File: src/rtl/xcvr_bringup_pkg.sv
package xcvr_bringup_pkg;

  localparam logic [1:0] PWR_ON   = 2'b00;
  localparam logic [1:0] PWR_DOWN = 2'b10;

  typedef enum logic [1:0] {
    ST_PDOWN    = 2'd0,
    ST_LOCK_WT  = 2'd1,
    ST_DP_WT    = 2'd2,
    ST_UP       = 2'd3
  } seq_state_e;

  typedef struct packed {
    logic [1:0] pwr;
    logic       pll_rst;
    logic       tx_rst;
    logic       rx_rst;
    logic       ready;
  } seq_out_t;

  function automatic seq_out_t state_outputs(seq_state_e s);
    seq_out_t o;
    o = '{pwr: PWR_DOWN, pll_rst: 1'b1, tx_rst: 1'b1, rx_rst: 1'b1, ready: 1'b0};
    case (s)
      ST_LOCK_WT: o = '{pwr: PWR_ON, pll_rst: 1'b0, tx_rst: 1'b1, rx_rst: 1'b1, ready: 1'b0};
      ST_DP_WT:   o = '{pwr: PWR_ON, pll_rst: 1'b0, tx_rst: 1'b0, rx_rst: 1'b0, ready: 1'b0};
      ST_UP:      o = '{pwr: PWR_ON, pll_rst: 1'b0, tx_rst: 1'b0, rx_rst: 1'b0, ready: 1'b1};
      default:    ;
    endcase
    return o;
  endfunction

endpackage

File: src/rtl/xbs_sync.sv
module xbs_sync #(
  parameter int WIDTH  = 4,
  parameter int STAGES = 2
) (
  input  logic             clk,
  input  logic             rst_n,
  input  logic [WIDTH-1:0] async_i,
  output logic [WIDTH-1:0] sync_o
);

  logic [WIDTH-1:0] chain_q [STAGES];

  generate
    for (genvar g = 0; g < STAGES; g++) begin : g_stage
      if (g == 0) begin : g_first
        always_ff @(posedge clk or negedge rst_n) begin
          if (!rst_n) chain_q[0] <= '0;
          else        chain_q[0] <= async_i;
        end
      end else begin : g_next
        always_ff @(posedge clk or negedge rst_n) begin
          if (!rst_n) chain_q[g] <= '0;
          else        chain_q[g] <= chain_q[g-1];
        end
      end
    end
  endgenerate

  assign sync_o = chain_q[STAGES-1];

endmodule

File: src/rtl/xbs_watchdog.sv
module xbs_watchdog #(
  parameter int LIMIT = 16384
) (
  input  logic clk,
  input  logic rst_n,
  input  logic run_i,
  output logic expired_o
);

  localparam int CW = $clog2(LIMIT + 1);
  localparam logic [CW-1:0] LAST = CW'(LIMIT - 1);

  logic [CW-1:0] cnt_q;

  always_ff @(posedge clk or negedge rst_n) begin
    if (!rst_n)     cnt_q <= '0;
    else if (run_i) cnt_q <= cnt_q + 1'b1;
    else            cnt_q <= '0;
  end

  assign expired_o = run_i && (cnt_q == LAST);

endmodule

File: src/rtl/xbs_fsm.sv
module xbs_fsm
  import xcvr_bringup_pkg::*;
(
  input  logic     clk,
  input  logic     rst_n,
  input  logic     clk_ok_i,
  input  logic     locked_i,
  input  logic     tx_done_i,
  input  logic     rx_done_i,
  input  logic     wd_expired_i,
  output logic     wd_run_o,
  output seq_out_t out_o
);

  seq_state_e state_q, state_d;
  logic       tx_seen_q, rx_seen_q;
  logic       tx_ok, rx_ok;
  seq_out_t   out_q;

  assign tx_ok = tx_seen_q | tx_done_i;
  assign rx_ok = rx_seen_q | rx_done_i;

  always_comb begin
    state_d = state_q;
    case (state_q)
      ST_PDOWN:   if (clk_ok_i) state_d = ST_LOCK_WT;
      ST_LOCK_WT: begin
        if (!clk_ok_i)         state_d = ST_PDOWN;
        else if (locked_i)     state_d = ST_DP_WT;
        else if (wd_expired_i) state_d = ST_PDOWN;
      end
      ST_DP_WT: begin
        if (!clk_ok_i)          state_d = ST_PDOWN;
        else if (!locked_i)     state_d = ST_LOCK_WT;
        else if (tx_ok && rx_ok) state_d = ST_UP;
      end
      ST_UP: begin
        if (!clk_ok_i)      state_d = ST_PDOWN;
        else if (!locked_i) state_d = ST_LOCK_WT;
      end
      default: state_d = ST_PDOWN;
    endcase
  end

  always_ff @(posedge clk or negedge rst_n) begin
    if (!rst_n) begin
      state_q   <= ST_PDOWN;
      tx_seen_q <= 1'b0;
      rx_seen_q <= 1'b0;
      out_q     <= state_outputs(ST_PDOWN);
    end else begin
      state_q <= state_d;
      out_q   <= state_outputs(state_d);
      if (state_q == ST_DP_WT && state_d == ST_DP_WT) begin
        tx_seen_q <= tx_ok;
        rx_seen_q <= rx_ok;
      end else begin
        tx_seen_q <= 1'b0;
        rx_seen_q <= 1'b0;
      end
    end
  end

  assign wd_run_o = (state_q == ST_LOCK_WT);
  assign out_o    = out_q;

endmodule

File: src/rtl/xcvr_bringup_seq.sv
module xcvr_bringup_seq
  import xcvr_bringup_pkg::*;
#(
  parameter int LOCK_TIMEOUT = 16384,
  parameter int SYNC_STAGES  = 2
) (
  input  logic       clk,
  input  logic       rst_n,
  input  logic       refclk_ok_i,
  input  logic       pll_lock_i,
  input  logic       tx_rst_done_i,
  input  logic       rx_rst_done_i,
  output logic [1:0] pwr_state_o,
  output logic       pll_rst_o,
  output logic       tx_rst_o,
  output logic       rx_rst_o,
  output logic       link_ready_o
);

  localparam int NSTAT = 4;

  logic [NSTAT-1:0] stat_async, stat_sync;
  logic             wd_run, wd_expired;
  seq_out_t         seq_out;

  assign stat_async = {refclk_ok_i, pll_lock_i, tx_rst_done_i, rx_rst_done_i};

  xbs_sync #(.WIDTH(NSTAT), .STAGES(SYNC_STAGES)) u_sync (
    .clk     (clk),
    .rst_n   (rst_n),
    .async_i (stat_async),
    .sync_o  (stat_sync)
  );

  xbs_watchdog #(.LIMIT(LOCK_TIMEOUT)) u_wd (
    .clk       (clk),
    .rst_n     (rst_n),
    .run_i     (wd_run),
    .expired_o (wd_expired)
  );

  xbs_fsm u_fsm (
    .clk          (clk),
    .rst_n        (rst_n),
    .clk_ok_i     (stat_sync[3]),
    .locked_i     (stat_sync[2]),
    .tx_done_i    (stat_sync[1]),
    .rx_done_i    (stat_sync[0]),
    .wd_expired_i (wd_expired),
    .wd_run_o     (wd_run),
    .out_o        (seq_out)
  );

  assign pwr_state_o  = seq_out.pwr;
  assign pll_rst_o    = seq_out.pll_rst;
  assign tx_rst_o     = seq_out.tx_rst;
  assign rx_rst_o     = seq_out.rx_rst;
  assign link_ready_o = seq_out.ready;

endmodule

File: config.mk
export PLATFORM = sky130hd
export DESIGN_NAME = xcvr_bringup_seq
export DESIGN_NICKNAME = d
export VERILOG_FILES = /design/src/rtl/xcvr_bringup_pkg.sv /design/src/rtl/xbs_sync.sv /design/src/rtl/xbs_watchdog.sv /design/src/rtl/xbs_fsm.sv /design/src/rtl/xcvr_bringup_seq.sv
export SDC_FILE = /design/constraint.sdc
export NUM_CORES = 1
export LEC_CHECK = 0
export ABC_AREA = 1
export BUFFER_PORTS_ARGS = -buffer_cell sky130_fd_sc_hd__buf_2
export CAP_MARGIN = 5
export CORE_MARGIN = 2
export CORE_UTILIZATION = 39
export CTS_BUF_LIST = sky130_fd_sc_hd__clkbuf_16
export CTS_CLUSTER_DIAMETER = 40
export DETAILED_ROUTE_END_ITERATION = 8
export PLACE_DENSITY = 0.64
export SYNTH_ARGS = -nofsm -noshare
export SYNTH_HDL_FRONTEND = slang
export SYNTH_SLANG_ARGS = --single-unit
File: constraint.sdc
create_clock -name clk -period 1.6 [get_ports clk]
set_input_delay 0.16 -clock clk [delete_from_list [all_inputs] [get_ports clk]]
set_output_delay 0.16 -clock clk [all_outputs]
set_load 0.005 [all_outputs]
==> results of run 1 <==
[kinds of logic after synthesis]
kind of cell    share of synthesized area [%]
buf+inv                                 6.319
flops                                   60.38
xor+xnor                               0.7022
compound gates                          8.326
simple gates                            22.97
fa+ha+maj                               1.003
other cells                            0.3006
[synth_stat cells]
library cell  instances
nor3_4                1
dfrtp_1              28
conb_1                1
nand4_1               2
nand3_2               2
buf_4                 3
ha_1                  1
o21ai_1               4
inv_2                 4
a31oi_1               1
dfstp_2               2
o21ai_0               4
nor2_1               17
nand2_1              11
and3_1                1
nor2_2                4
nor3_1                4
nor3_2                1
inv_1                11
a21oi_1              10
o21bai_1              1
nand4_2               1
nor2_4                3
xnor2_1               1
nand2_2               4
[per-layer routing]
| layer | vias to the layer above | share of wire (%) |
|---|---|---|
| met1 | 385 | 45 |
| li1 | 430 | - |
| met2 | 12 | 48 |
| met4 | 0 | 3.2 |
| met5 | - | 0 |
| met3 | 5 | 4.1 |
[per-stage QoR]
step | util (%) | power, mW
detailed placement | 43.81 | 0.9694
finish | 50.08 | 1.842
floorplan | - | 0.9190
global route | 50.08 | 1.921
global placement | 43.81 | 0.9642
CTS | 50.08 | 1.865
[sequential cells by signal, indices dropped and copies added (netlist names)]
register,cells
u_fsm.state_q,2
u_fsm.rx_seen_q,1
u_wd.cnt_q,15
u_sync.chain_q,4
u_fsm.tx_seen_q,1
u_fsm.out_o,3
u_sync.sync_o,4
[layout make-up]
type                    count  share of cell area, %
clock buffers               5                  8.183
flip-flops and latches     30                  49.26
well taps                  44                  3.601
multi-input cells          74                  27.17
inverters                  15                  3.682
repair buffers             16                  7.038
clock inverters             3                  1.064
[what timing repair did]
action	CTS	global route
hold buffers	5	0
hold endpoints to repair	32	0
setup buffers	0	0
[power by group through the flow]
stage	Clock (mW)	Combinational (mW)	Sequential [mW]
finish	0.878	0.145	0.819
global route	0.930	0.167	0.824
CTS	0.898	0.146	0.820
detailed placement	0	0.137	0.833
global placement	0	0.134	0.830
floorplan	0	0.0888	0.830
[final timing paths]
kind	from	to	slack (ps)	cells past startpoint
worst max-delay path	u_wd.cnt_q[0]$_DFF_PN0_	u_wd.cnt_q[14]$_DFF_PN0_	180	8
worst min-delay path	u_sync.chain_q[6]$_DFF_PN0_	u_sync.sync_o[2]$_DFF_PN0_	350	0
worst max register to register	u_wd.cnt_q[0]$_DFF_PN0_	u_wd.cnt_q[14]$_DFF_PN0_	180	8
worst min register to register	u_sync.chain_q[6]$_DFF_PN0_	u_sync.sync_o[2]$_DFF_PN0_	350	0
max in group asynchronous	rst_n	u_wd.cnt_q[4]$_DFF_PN0_	740	2
min in group asynchronous	rst_n	u_wd.cnt_q[6]$_DFF_PN0_	450	2
==> metrics.md, run 1 <==
| Metric | Value |
|---|---|
| Crit share post-route | between 80% and 90% |
| RePlAce Congestion | around 0.81 |
| Design Area, Final | between 1500 and 2000 sq um |
| Synth Instances | 122 |
| Netlist area before placement | 1247 sq um |
| GRT Util Overall | 13.30% |
| Clock Sinks | 30 |
| Comb pwr share | about 7.9% |
| Multi-input gate area | ~420 sq um |
| Starting Density | 40.86% |
| GR Util met2 | 21.43% |
| Post_cts resized | 0 |
| Psw | 0.4215 mW |
| Worst slack, placed | 181.2 ps |
| Worst Path Buf+Inv | 1 |
| Clk pin slew, worst setup/hold paths | around 50 ps |
| TritonCTS buffer count | 5 |
| Crit-path cells | ha_1 -> nand2_1 -> nor2_4 -> inv_2 -> nor2_2 -> nand2_1 -> o21ai_1 -> a21oi_1 |
| IO Pins | 12 |
| Post-Route Hold Slack | between 300 and 400 ps |
| Leakage power | around 0.69 nW |
| Outcome | completed |
| Pin count of the biggest net entering global routing | 31 |
| Row count | 20 |
| Final Setup Violations | 0 |
| Longest Clk Path Bufs | 2 |
| CTS tree | yes |
| Cell repeated most along the worst path | nand2_1 |
| Tightest Pin Transition | between 600 and 700 ps |
| WP data required | 1750 ps |
| Met1 Resource Use GR | about 15% |
| Final nets | between 100 and 150 |
| Initial DRC count | 11 |
| First-pass GRT wire length | about 3400 um |
| Post-synth top area share | 56.17% |
| Die area | between 3000 and 4000 sq um |
| Setup TNS | 0 ps |
| Critical-path maximum fanout | 4 |
| Syn avg cell area | about 10 sq um |
| Unrepaired setup endpoints after global routing | no |
| Cell taking the most area after synthesis | dfrtp_1 |
| Layout cell share with drive strength beyond 1 | between 20% and 30% |
| Seq/Total Area, Yosys | 60.38% |
| Global route hottest layer | met2 |
| # fillers | ~290 |
| Ant diodes | 0 |
| Drt wl/cell | between 10 and 15 um |
| Max IR drop VDD | about 0.8 mV |
| Non-Filler Instances | between 150 and 200 |
| Slowest cell delay on critical path | approximately 380 ps |
| FF+latch count, synth | 30 |
| Most frequent cells in the layout | 28 x dfrtp_1, 17 x nor2_1, 11 x inv_1, 11 x nand2_1 |
| Slowest library cell on the worst path | dfrtp_1 |
| Core area | slightly above 3000 sq um |
| Worst Path Arrival | 1570 ps |
| Vias in the first global route | roughly 810 |
| Gr ovfl total | 0 |
| Commonest non-fill, non-tap cell in the layout | dfrtp_1 |
| CP delay by family, top | simple AND/OR/NAND/NOR gates |
| Crit. End Element | flop |
| Max-Cap Viols | 0 |
| Dpl hpwl | 1369 um |
| H-tree depth | 2 |
| Net Count, Synth | between 100 and 150 |
| Reg power frac | between 40% and 50% |
| Initial antenna violation count | 0 |
| Type of origin of the critical path | flop |
| Met3 Use GR | between 5 and 6% |
| Sw Ratio | about 23% |
| Chip width | just over 60 um |
| Via density | roughly 4.4 |
| DR vias | 832 |
| Fin. max-slew vios | 0 |
| Rel. slew slack | ~58% |
| Final ANT Viol Nets | 0 |
| Min cycle time layout | 1420 ps |
| Synth warnings | 0 |
| DRC | 0 |
| Max frequency | about 700 MHz |
| Cell-internal power | about 1.4 mW |
| Die Y | between 60 and 70 um |
| Final Hold Fails | 0 |
| HP Class | flop to flop |
| Pwr Density | ~1200 nW/um^2 |
| Worst-skew pair later-pin latency | about 270 ps |
| Fin worst setup slack | ~180 ps |
| Crit Path Class | flop to flop |
| First drt pass iteration count | 4 |
| Storage element area | 753.2 sq um |
| Port buffer count | 10 |
| Synth top area cells | dfrtp_1 56%, nor2_1 5.1%, dfstp_2 4.2% |
| Clock Skews | between 3 and 4 ps |
| Area Growth Syn to Fin | 22.57% |
| Root Driver | clkbuf_16 |
| Placed cell area | between 1000 and 1500 sq um |
| Cells after DPL | around 170 |
| Final WL | around 2000 um |
| Clock share of power | a little under half |
| Distinct cells, synth | 25 |
Power figures use the tool's default switching activity.
==> run 2, diff against run 1 <==
--- a/config.mk
+++ b/config.mk
@@ -9,11 +9,11 @@
 export BUFFER_PORTS_ARGS = -buffer_cell sky130_fd_sc_hd__buf_2
 export CAP_MARGIN = 5
 export CORE_MARGIN = 2
-export CORE_UTILIZATION = 39
+export CORE_UTILIZATION = 25
 export CTS_BUF_LIST = sky130_fd_sc_hd__clkbuf_16
 export CTS_CLUSTER_DIAMETER = 40
 export DETAILED_ROUTE_END_ITERATION = 8
-export PLACE_DENSITY = 0.64
+export PLACE_DENSITY = 0.48
 export SYNTH_ARGS = -nofsm -noshare
 export SYNTH_HDL_FRONTEND = slang
 export SYNTH_SLANG_ARGS = --single-unit
==> metrics.md, run 2 (synthesis results as in run 1) <==
| Metric | Value |
|---|---|
| Dpl hpwl | 1501 um (+9.6%) |
| Cells after DPL | 197 (+13%) |
| Die Y | 74.64 um (+23%) |
| Vias in the first global route | 830 (+2.1%) |
| Max frequency | 696.3 MHz (-1.1%) |
| TritonCTS buffer count | 5 (unchanged) |
| CTS tree | yes |
| Fin. max-slew vios | 0 (unchanged) |
| Final Hold Fails | 0 (unchanged) |
| Clock Sinks | 30 (unchanged) |
| Area Growth Syn to Fin | 24.87% |
| Placed cell area | 1366 sq um (+2.2%) |
| IO Pins | 12 (unchanged) |
| First drt pass iteration count | 4 (unchanged) |
| GRT Util Overall | 9.012% (-4.3 points) |
| Pin count of the biggest net entering global routing | 31 (unchanged) |
| Commonest non-fill, non-tap cell in the layout | dfrtp_1 |
| Crit share post-route | 89.76% (+1.0 points) |
| Initial antenna violation count | 0 (unchanged) |
| Design Area, Final | 1558 sq um (+1.9%) |
| Hold Path End | u_sync.sync_o[3]$_DFF_PN0_ |
| Root Driver | clkbuf_16 |
| Hold depth | 0 (unchanged) |
| Max-Cap Viols | 0 (unchanged) |
| DR vias | 842 (+1.2%) |
| Setup TNS | 0 ps (unchanged) |
| Initial DRC count | 32 (+21) |
| Clk pin slew, worst setup/hold paths | 50 ps (about the same) |
| Reg-to-reg startpoint | u_wd.cnt_q[0]$_DFF_PN0_ |
| Leakage power | 0.6943 nW (unchanged) |
| Psw | 0.4346 mW (+3.1%) |
| Tightest Pin Transition | 654.9 ps (+18.34 ps) |
| Gr ovfl total | 0 (unchanged) |
| Max IR drop VDD | 0.4650 mV (-42%) |
| HP Class | flop to flop |
| Chip width | 74.64 um (+23%) |
| Type of origin of the critical path | flop |
| Die area | 5571 sq um (+52%) |
| Core area | 4755 sq um (+56%) |
| Worst slack, placed | 168.5 ps (-12.62 ps) |
| Reg power frac | 44.2% (-0.3 points) |
| Biggest register | u_wd.cnt_q |
| WP data required | 1750 ps (about the same) |
| RePlAce Congestion | 0.7308 (-9.3%) |
| Cell-internal power | 1.421 mW (about the same) |
| Worst Path Arrival | 1580 ps (about the same) |
| Min cycle time layout | 1436 ps (+16.30 ps) |
| R2r endpoint | u_wd.cnt_q[14]$_DFF_PN0_ |
| Final ANT Viol Nets | 0 (unchanged) |
| Drt wl/cell | 9.876 um (-8.3%) |
| Comb pwr share | 7.8% (about the same) |
| Outcome | completed |
| Crit. End Element | flop |
| Clock Skews | 4.182 ps (+0.4130 ps) |
| # fillers | 512 (+75%) |
| Pwr Density | 1191 nW/um^2 (-1.1%) |
| Critical-path maximum fanout | 4 (unchanged) |
| Final Setup Violations | 0 (unchanged) |
| Fin worst setup slack | 163.9 ps (-16.30 ps) |
| Sw Ratio | 23.42% (+0.54 points) |
| Unrepaired setup endpoints after global routing | no |
| HP Start | u_sync.chain_q[7]$_DFF_PN0_ |
| Worst-skew pair later-pin latency | 270 ps (about the same) |
| Clock share of power | 48.0% (+0.3 points) |
| Starting Density | 26.24% (-15 points) |
| Row count | 25 (+25%) |
| DRC | 0 (unchanged) |
| Final WL | 2074 um (+3.0%) |
| Ant diodes | 0 (unchanged) |
| First-pass GRT wire length | 3615 um (+5.6%) |
| Final nets | 149 (unchanged) |
| R2R cell count | 8 (unchanged) |
| Non-Filler Instances | 210 (+12%) |
| Crit Path Class | flop to flop |
| Rel. slew slack | 56.34% (-1.2 points) |
| R2r setup slk | 160 ps (-20 ps) |
| Most frequent cells in the layout | 28 x dfrtp_1, 17 x nor2_1, 11 x inv_1, 11 x nand2_1 |
| Layout cell share with drive strength beyond 1 | 27.97% (unchanged) |
| Port buffer count | 10 (unchanged) |
| Via density | 4.010 (-9.9%) |
| Max reg flops | 15 (unchanged) |
| Longest Clk Path Bufs | 2 (unchanged) |
| H-tree depth | 2 (unchanged) |
==> run 2: layer usage <==
metal	routed length [um]	part of all wire (%)	GRT usage, %	vias up
met2	949	46	14.16	12
li1	-	-	-	429
met5	0	0	0	-
met4	56	2.7	5.952	0
met3	56	2.7	2.410	4
met1	1011	49	10.89	397
==> run 2: timing repair <==
action                                 CTS  global route
endpoints found under the hold margin   32             0
gates resized for setup                  0             0
buffers inserted                         0             0
hold buffers                             5             0
==> run 2: layout make-up <==
cell class / instances / area (sq um) / share of cell area (%)
clock buffers: 5 / 125.1 / 8.032
clock inverters: 3 / 16.27 / 1.044
inverters: 15 / 56.30 / 3.614
multi-input cells: 74 / 415.4 / 26.67
flip-flops and latches: 30 / 753.2 / 48.35
well taps: 67 / 83.83 / 5.382
repair buffers: 16 / 107.6 / 6.908
==> run 2: power groups by stage <==
| stage | Clock (mW) | Sequential (mW) | Combinational, mW |
|---|---|---|---|
| after floorplan | 0 | 0.830 | 0.0888 |
| after global placement | 0 | 0.831 | 0.137 |
| after detailed placement | 0 | 0.833 | 0.140 |
| after CTS | 0.914 | 0.820 | 0.149 |
| after global routing | 0.955 | 0.823 | 0.169 |
| final | 0.891 | 0.820 | 0.144 |
==> run 2: per-stage QoR <==
step | power [mW] | hold slack, ps | utilization [%]
3_5_place_dp | 0.9722 | 228.5 | 28.74
3_3_place_gp | 0.9673 | 224.8 | 28.74
4_1_cts | 1.884 | 343.0 | 32.76
6_report | 1.856 | 343.2 | 32.76
5_1_grt | 1.947 | 362.3 | 32.76
2_1_floorplan | 0.9190 | -135.6 | -
==> run 2: worst max path at each step <==
stage                                  startpoint                  endpoint  slack, ps  cells past startpoint
after global routing      u_wd.cnt_q[0]$_DFF_PN0_  u_wd.cnt_q[14]$_DFF_PN0_         60                      8
after floorplan           u_wd.cnt_q[0]$_DFF_PN0_  u_wd.cnt_q[14]$_DFF_PN0_        300                      8
after CTS                 u_wd.cnt_q[0]$_DFF_PN0_  u_wd.cnt_q[14]$_DFF_PN0_        160                      8
final                     u_wd.cnt_q[0]$_DFF_PN0_  u_wd.cnt_q[14]$_DFF_PN0_        160                      8
after detailed placement  u_wd.cnt_q[0]$_DFF_PN0_  u_wd.cnt_q[14]$_DFF_PN0_        170                      8
after global placement    u_wd.cnt_q[0]$_DFF_PN0_  u_wd.cnt_q[14]$_DFF_PN0_        200                      8
==> run 2: critical path, stage by stage (launching register included) <==
cell and delay (ps):
dfrtp_1 380, ha_1 200, nand2_1 90, nor2_4 130, inv_2 60, nor2_2 150, nand2_1 110, o21ai_1 130
a21oi_1 70
==> run 3, diff against run 2 <==
--- a/config.mk
+++ b/config.mk
@@ -5,15 +5,14 @@
 export SDC_FILE = /design/constraint.sdc
 export NUM_CORES = 1
 export LEC_CHECK = 0
-export ABC_AREA = 1
-export BUFFER_PORTS_ARGS = -buffer_cell sky130_fd_sc_hd__buf_2
 export CAP_MARGIN = 5
 export CORE_MARGIN = 2
 export CORE_UTILIZATION = 25
 export CTS_BUF_LIST = sky130_fd_sc_hd__clkbuf_16
 export CTS_CLUSTER_DIAMETER = 40
 export DETAILED_ROUTE_END_ITERATION = 8
-export PLACE_DENSITY = 0.48
+export DONT_BUFFER_PORTS = 1
+export PLACE_DENSITY = 0.46
 export SYNTH_ARGS = -nofsm -noshare
 export SYNTH_HDL_FRONTEND = slang
 export SYNTH_SLANG_ARGS = --single-unit
==> metrics.md, run 3 <==
| Metric | Value |
|---|---|
| Initial antenna violation count | 0 (unchanged) |
| Area Growth Syn to Fin | 29.65% |
| Type of origin of the critical path | flop |
| Biggest register | u_wd.cnt_q |
| Design Area, Final | 1630 sq um (+4.7%) |
| Count leader, synth | dfrtp_1 |
| Clock Sinks | 30 (unchanged) |
| Layout cell share with drive strength beyond 1 | 19.35% (-8.6 points) |
| Netlist area before placement | 1257 sq um (+0.80%) |
| Final Setup Violations | 0 (unchanged) |
| Die Y | 74.92 um (+0.38%) |
| Chip width | 74.92 um (+0.38%) |
| First-pass GRT wire length | 3953 um (+9.3%) |
| Crit share post-route | 93.19% (+3.4 points) |
| TritonCTS buffer count | 5 (unchanged) |
| Clk pin slew, worst setup/hold paths | 50 ps (about the same) |
| Vias in the first global route | 818 (-1.4%) |
| Multi-input gate area | 459.2 sq um (+11%) |
| RePlAce Congestion | 0.6738 (-7.8%) |
| Critical-path maximum fanout | 7 (+3) |
| H-tree depth | 2 (unchanged) |
| Fin worst setup slack | 108.9 ps (-54.93 ps) |
| Longest Clk Path Bufs | 2 (unchanged) |
| Final Hold Fails | 0 (unchanged) |
| Pwr Density | 1278 nW/um^2 (+7.3%) |
| Max-Cap Viols | 0 (unchanged) |
| Max IR drop VDD | 0.8752 mV (+88%) |
| DR vias | 855 (+1.5%) |
| Unrepaired setup endpoints after global routing | no |
| Post-synth EDFFs | 0 (unchanged) |
| Final ANT Viol Nets | 0 (unchanged) |
| Placed cell area | 1349 sq um (-1.3%) |
| GRT Util Overall | 10.04% (+1.0 points) |
| Pin count of the biggest net entering global routing | 31 (unchanged) |
| Max reg flops | 15 (unchanged) |
| Seq/Total Area, Yosys | 59.90% (-0.48 points) |
| Crit. End Element | flop |
| Synth Instances | 107 (-12%) |
| WP data required | 1770 ps (+20 ps) |
| Core area | 4786 sq um (+0.66%) |
| Tightest Pin Transition | 511.9 ps (-143.0 ps) |
| Setup TNS | 0 ps (unchanged) |
| Initial DRC count | 31 (-3.1%) |
| Commonest non-fill, non-tap cell in the layout | dfrtp_1 |
| Via density | 4.476 (+12%) |
| Starting Density | 26.27% (+0.038 points) |
| Max frequency | 670.7 MHz (-3.7%) |
| HP Class | primary input to async pin |
| Worst-skew pair later-pin latency | 270 ps (about the same) |
| DRC | 0 (unchanged) |
| Fin. max-slew vios | 0 (unchanged) |
| Post-synth top cells | 28 x dfrtp_1, 7 x a21oi_1, 6 x nor2_1 |
| Port buffer count | 0 (-10) |
| Non-Filler Instances | 191 (-9.0%) |
| Most frequent cells in the layout | 28 x dfrtp_1, 8 x buf_4, 7 x a21oi_1 |
| Post-Route Hold Slack | 314.7 ps (-28.48 ps) |
| IO Pins | 12 (unchanged) |
| FF+latch count, synth | 30 (unchanged) |
| Synth Flop Type | dfrtp_1 |
| Final core utilization | 34.07% (+1.3 points) |
| CTS tree | yes |
| Min cycle time layout | 1491 ps (+54.93 ps) |
| R2r setup slk | 110 ps (-50 ps) |
| Distinct cells, synth | 36 (+44%) |
| # fillers | 464 (-9.4%) |
| Net Count, Synth | 114 (-12%) |
| Asr flop ratio synth | 100.0% (unchanged) |
| Leakage power | 0.6922 nW (-0.30%) |
| Worst Path Arrival | 1660 ps (+80 ps) |
| Final nets | 130 (-13%) |
| First drt pass iteration count | 4 (unchanged) |
| Synth top area cells | dfrtp_1 56%, dfstp_2 4.2%, a21oi_1 2.8% |
| Gr ovfl total | 0 (unchanged) |
| Root Driver | clkbuf_16 |
| Post-synth top area share | 55.72% (-0.45 points) |
| Storage element area | 753.2 sq um (unchanged) |
| Syn avg cell area | 11.75 sq um (+15%) |
| Final WL | 2300 um (+11%) |
| Drt wl/cell | 12.04 um (+22%) |
| Clock Skews | 1.409 ps (-2.773 ps) |
| Dpl hpwl | 1565 um (+4.3%) |
| Row count | 25 (unchanged) |
| Worst slack, placed | 40.02 ps (-128.5 ps) |
| Crit Path Class | flop to flop |
| Die area | 5613 sq um (+0.75%) |
| Cells after DPL | 175 (-11%) |
| Rel. slew slack | 65.87% (+9.5 points) |
| Tot Pwr | 2.084 mW (+12%) |
| Ant diodes | 0 (unchanged) |
| Cell taking the most area after synthesis | dfrtp_1 |
| Synth warnings | 0 (unchanged) |
| Outcome | completed |
## run 3: cell count changes after synthesis, moves of 4 or more
cell	previous run	this run
inv_1	11	4
inv_2	4	0
nand2_1	11	5
nand2_2	4	0
nand3_1	0	4
nor2_1	17	6
nor2_2	4	0
o21ai_1	4	0
o31ai_1	0	4
or4_1	0	4
## run 3: worst max-delay path, cell delays in order, from the launching register on
cell     delay (ps)
dfrtp_1         370
ha_2            210
nand3_2         150
or4_4           470
o21a_1          180
## run 3: what timing repair did
item                                   4_1_cts  5_1_grt
endpoints found under the hold margin       34        0
gates resized for setup                      0        2
setup endpoints to repair                    0        6
hold buffers                                 6        0
setup buffers                                0        2
## run 3: per-layer routing
layer | wire, um | part of all wire (%) | track usage [%]
met1 | 1058 | 46 | 12.47
met2 | 1040 | 45 | 13.74
met3 | 129 | 5.6 | 4.150
met4 | 70 | 3.0 | 7.738
met5 | 0 | 0 | 0
## run 3: cell type report
type | instances | area share (%)
repair buffers | 14 | 7.982
well taps | 67 | 5.142
clock inverters | 3 | 3.914
clock buffers | 5 | 7.675
inverters | 4 | 0.9210
multi-input cells | 68 | 28.17
flip-flops and latches | 30 | 46.20
## run 3: path summary, 6_finish.rpt
path / startpoint / end / cells after the start
setup / recovery: u_wd.cnt_q[1]$_DFF_PN0_ / u_fsm.state_q[0]$_DFF_PN0_ / 4
hold / removal: rst_n / u_sync.chain_q[4]$_DFF_PN0_ / 2
setup reg to reg: u_wd.cnt_q[1]$_DFF_PN0_ / u_fsm.state_q[0]$_DFF_PN0_ / 4
hold reg to reg: u_sync.chain_q[5]$_DFF_PN0_ / u_sync.sync_o[1]$_DFF_PN0_ / 0
max in group asynchronous: rst_n / u_fsm.out_o[1]$_DFF_PN1_ / 2
min in group clk: u_sync.chain_q[5]$_DFF_PN0_ / u_sync.sync_o[1]$_DFF_PN0_ / 0
## run 3: power by group
group          switching (mW)  internal [mW]  total [mW]
sequential             0.0188          0.785       0.803
combinational          0.0435         0.0343      0.0778
clock                   0.318          0.885        1.20
## run 3: cell families after synthesis
| logic type | count (synthesis) | share of synthesized area [%] |
|---|---|---|
| xor gates and xnor gates | 3 | 2.090 |
| and+or+nand+nor | 37 | 18.01 |
| buffers and inverters | 9 | 4.178 |
| AOI/OAI and AO/OA | 24 | 12.93 |
| muxes | 2 | 1.592 |
| DFF | 30 | 59.90 |
| adders and majority gates | 1 | 0.9949 |
| other | 1 | 0.2982 |
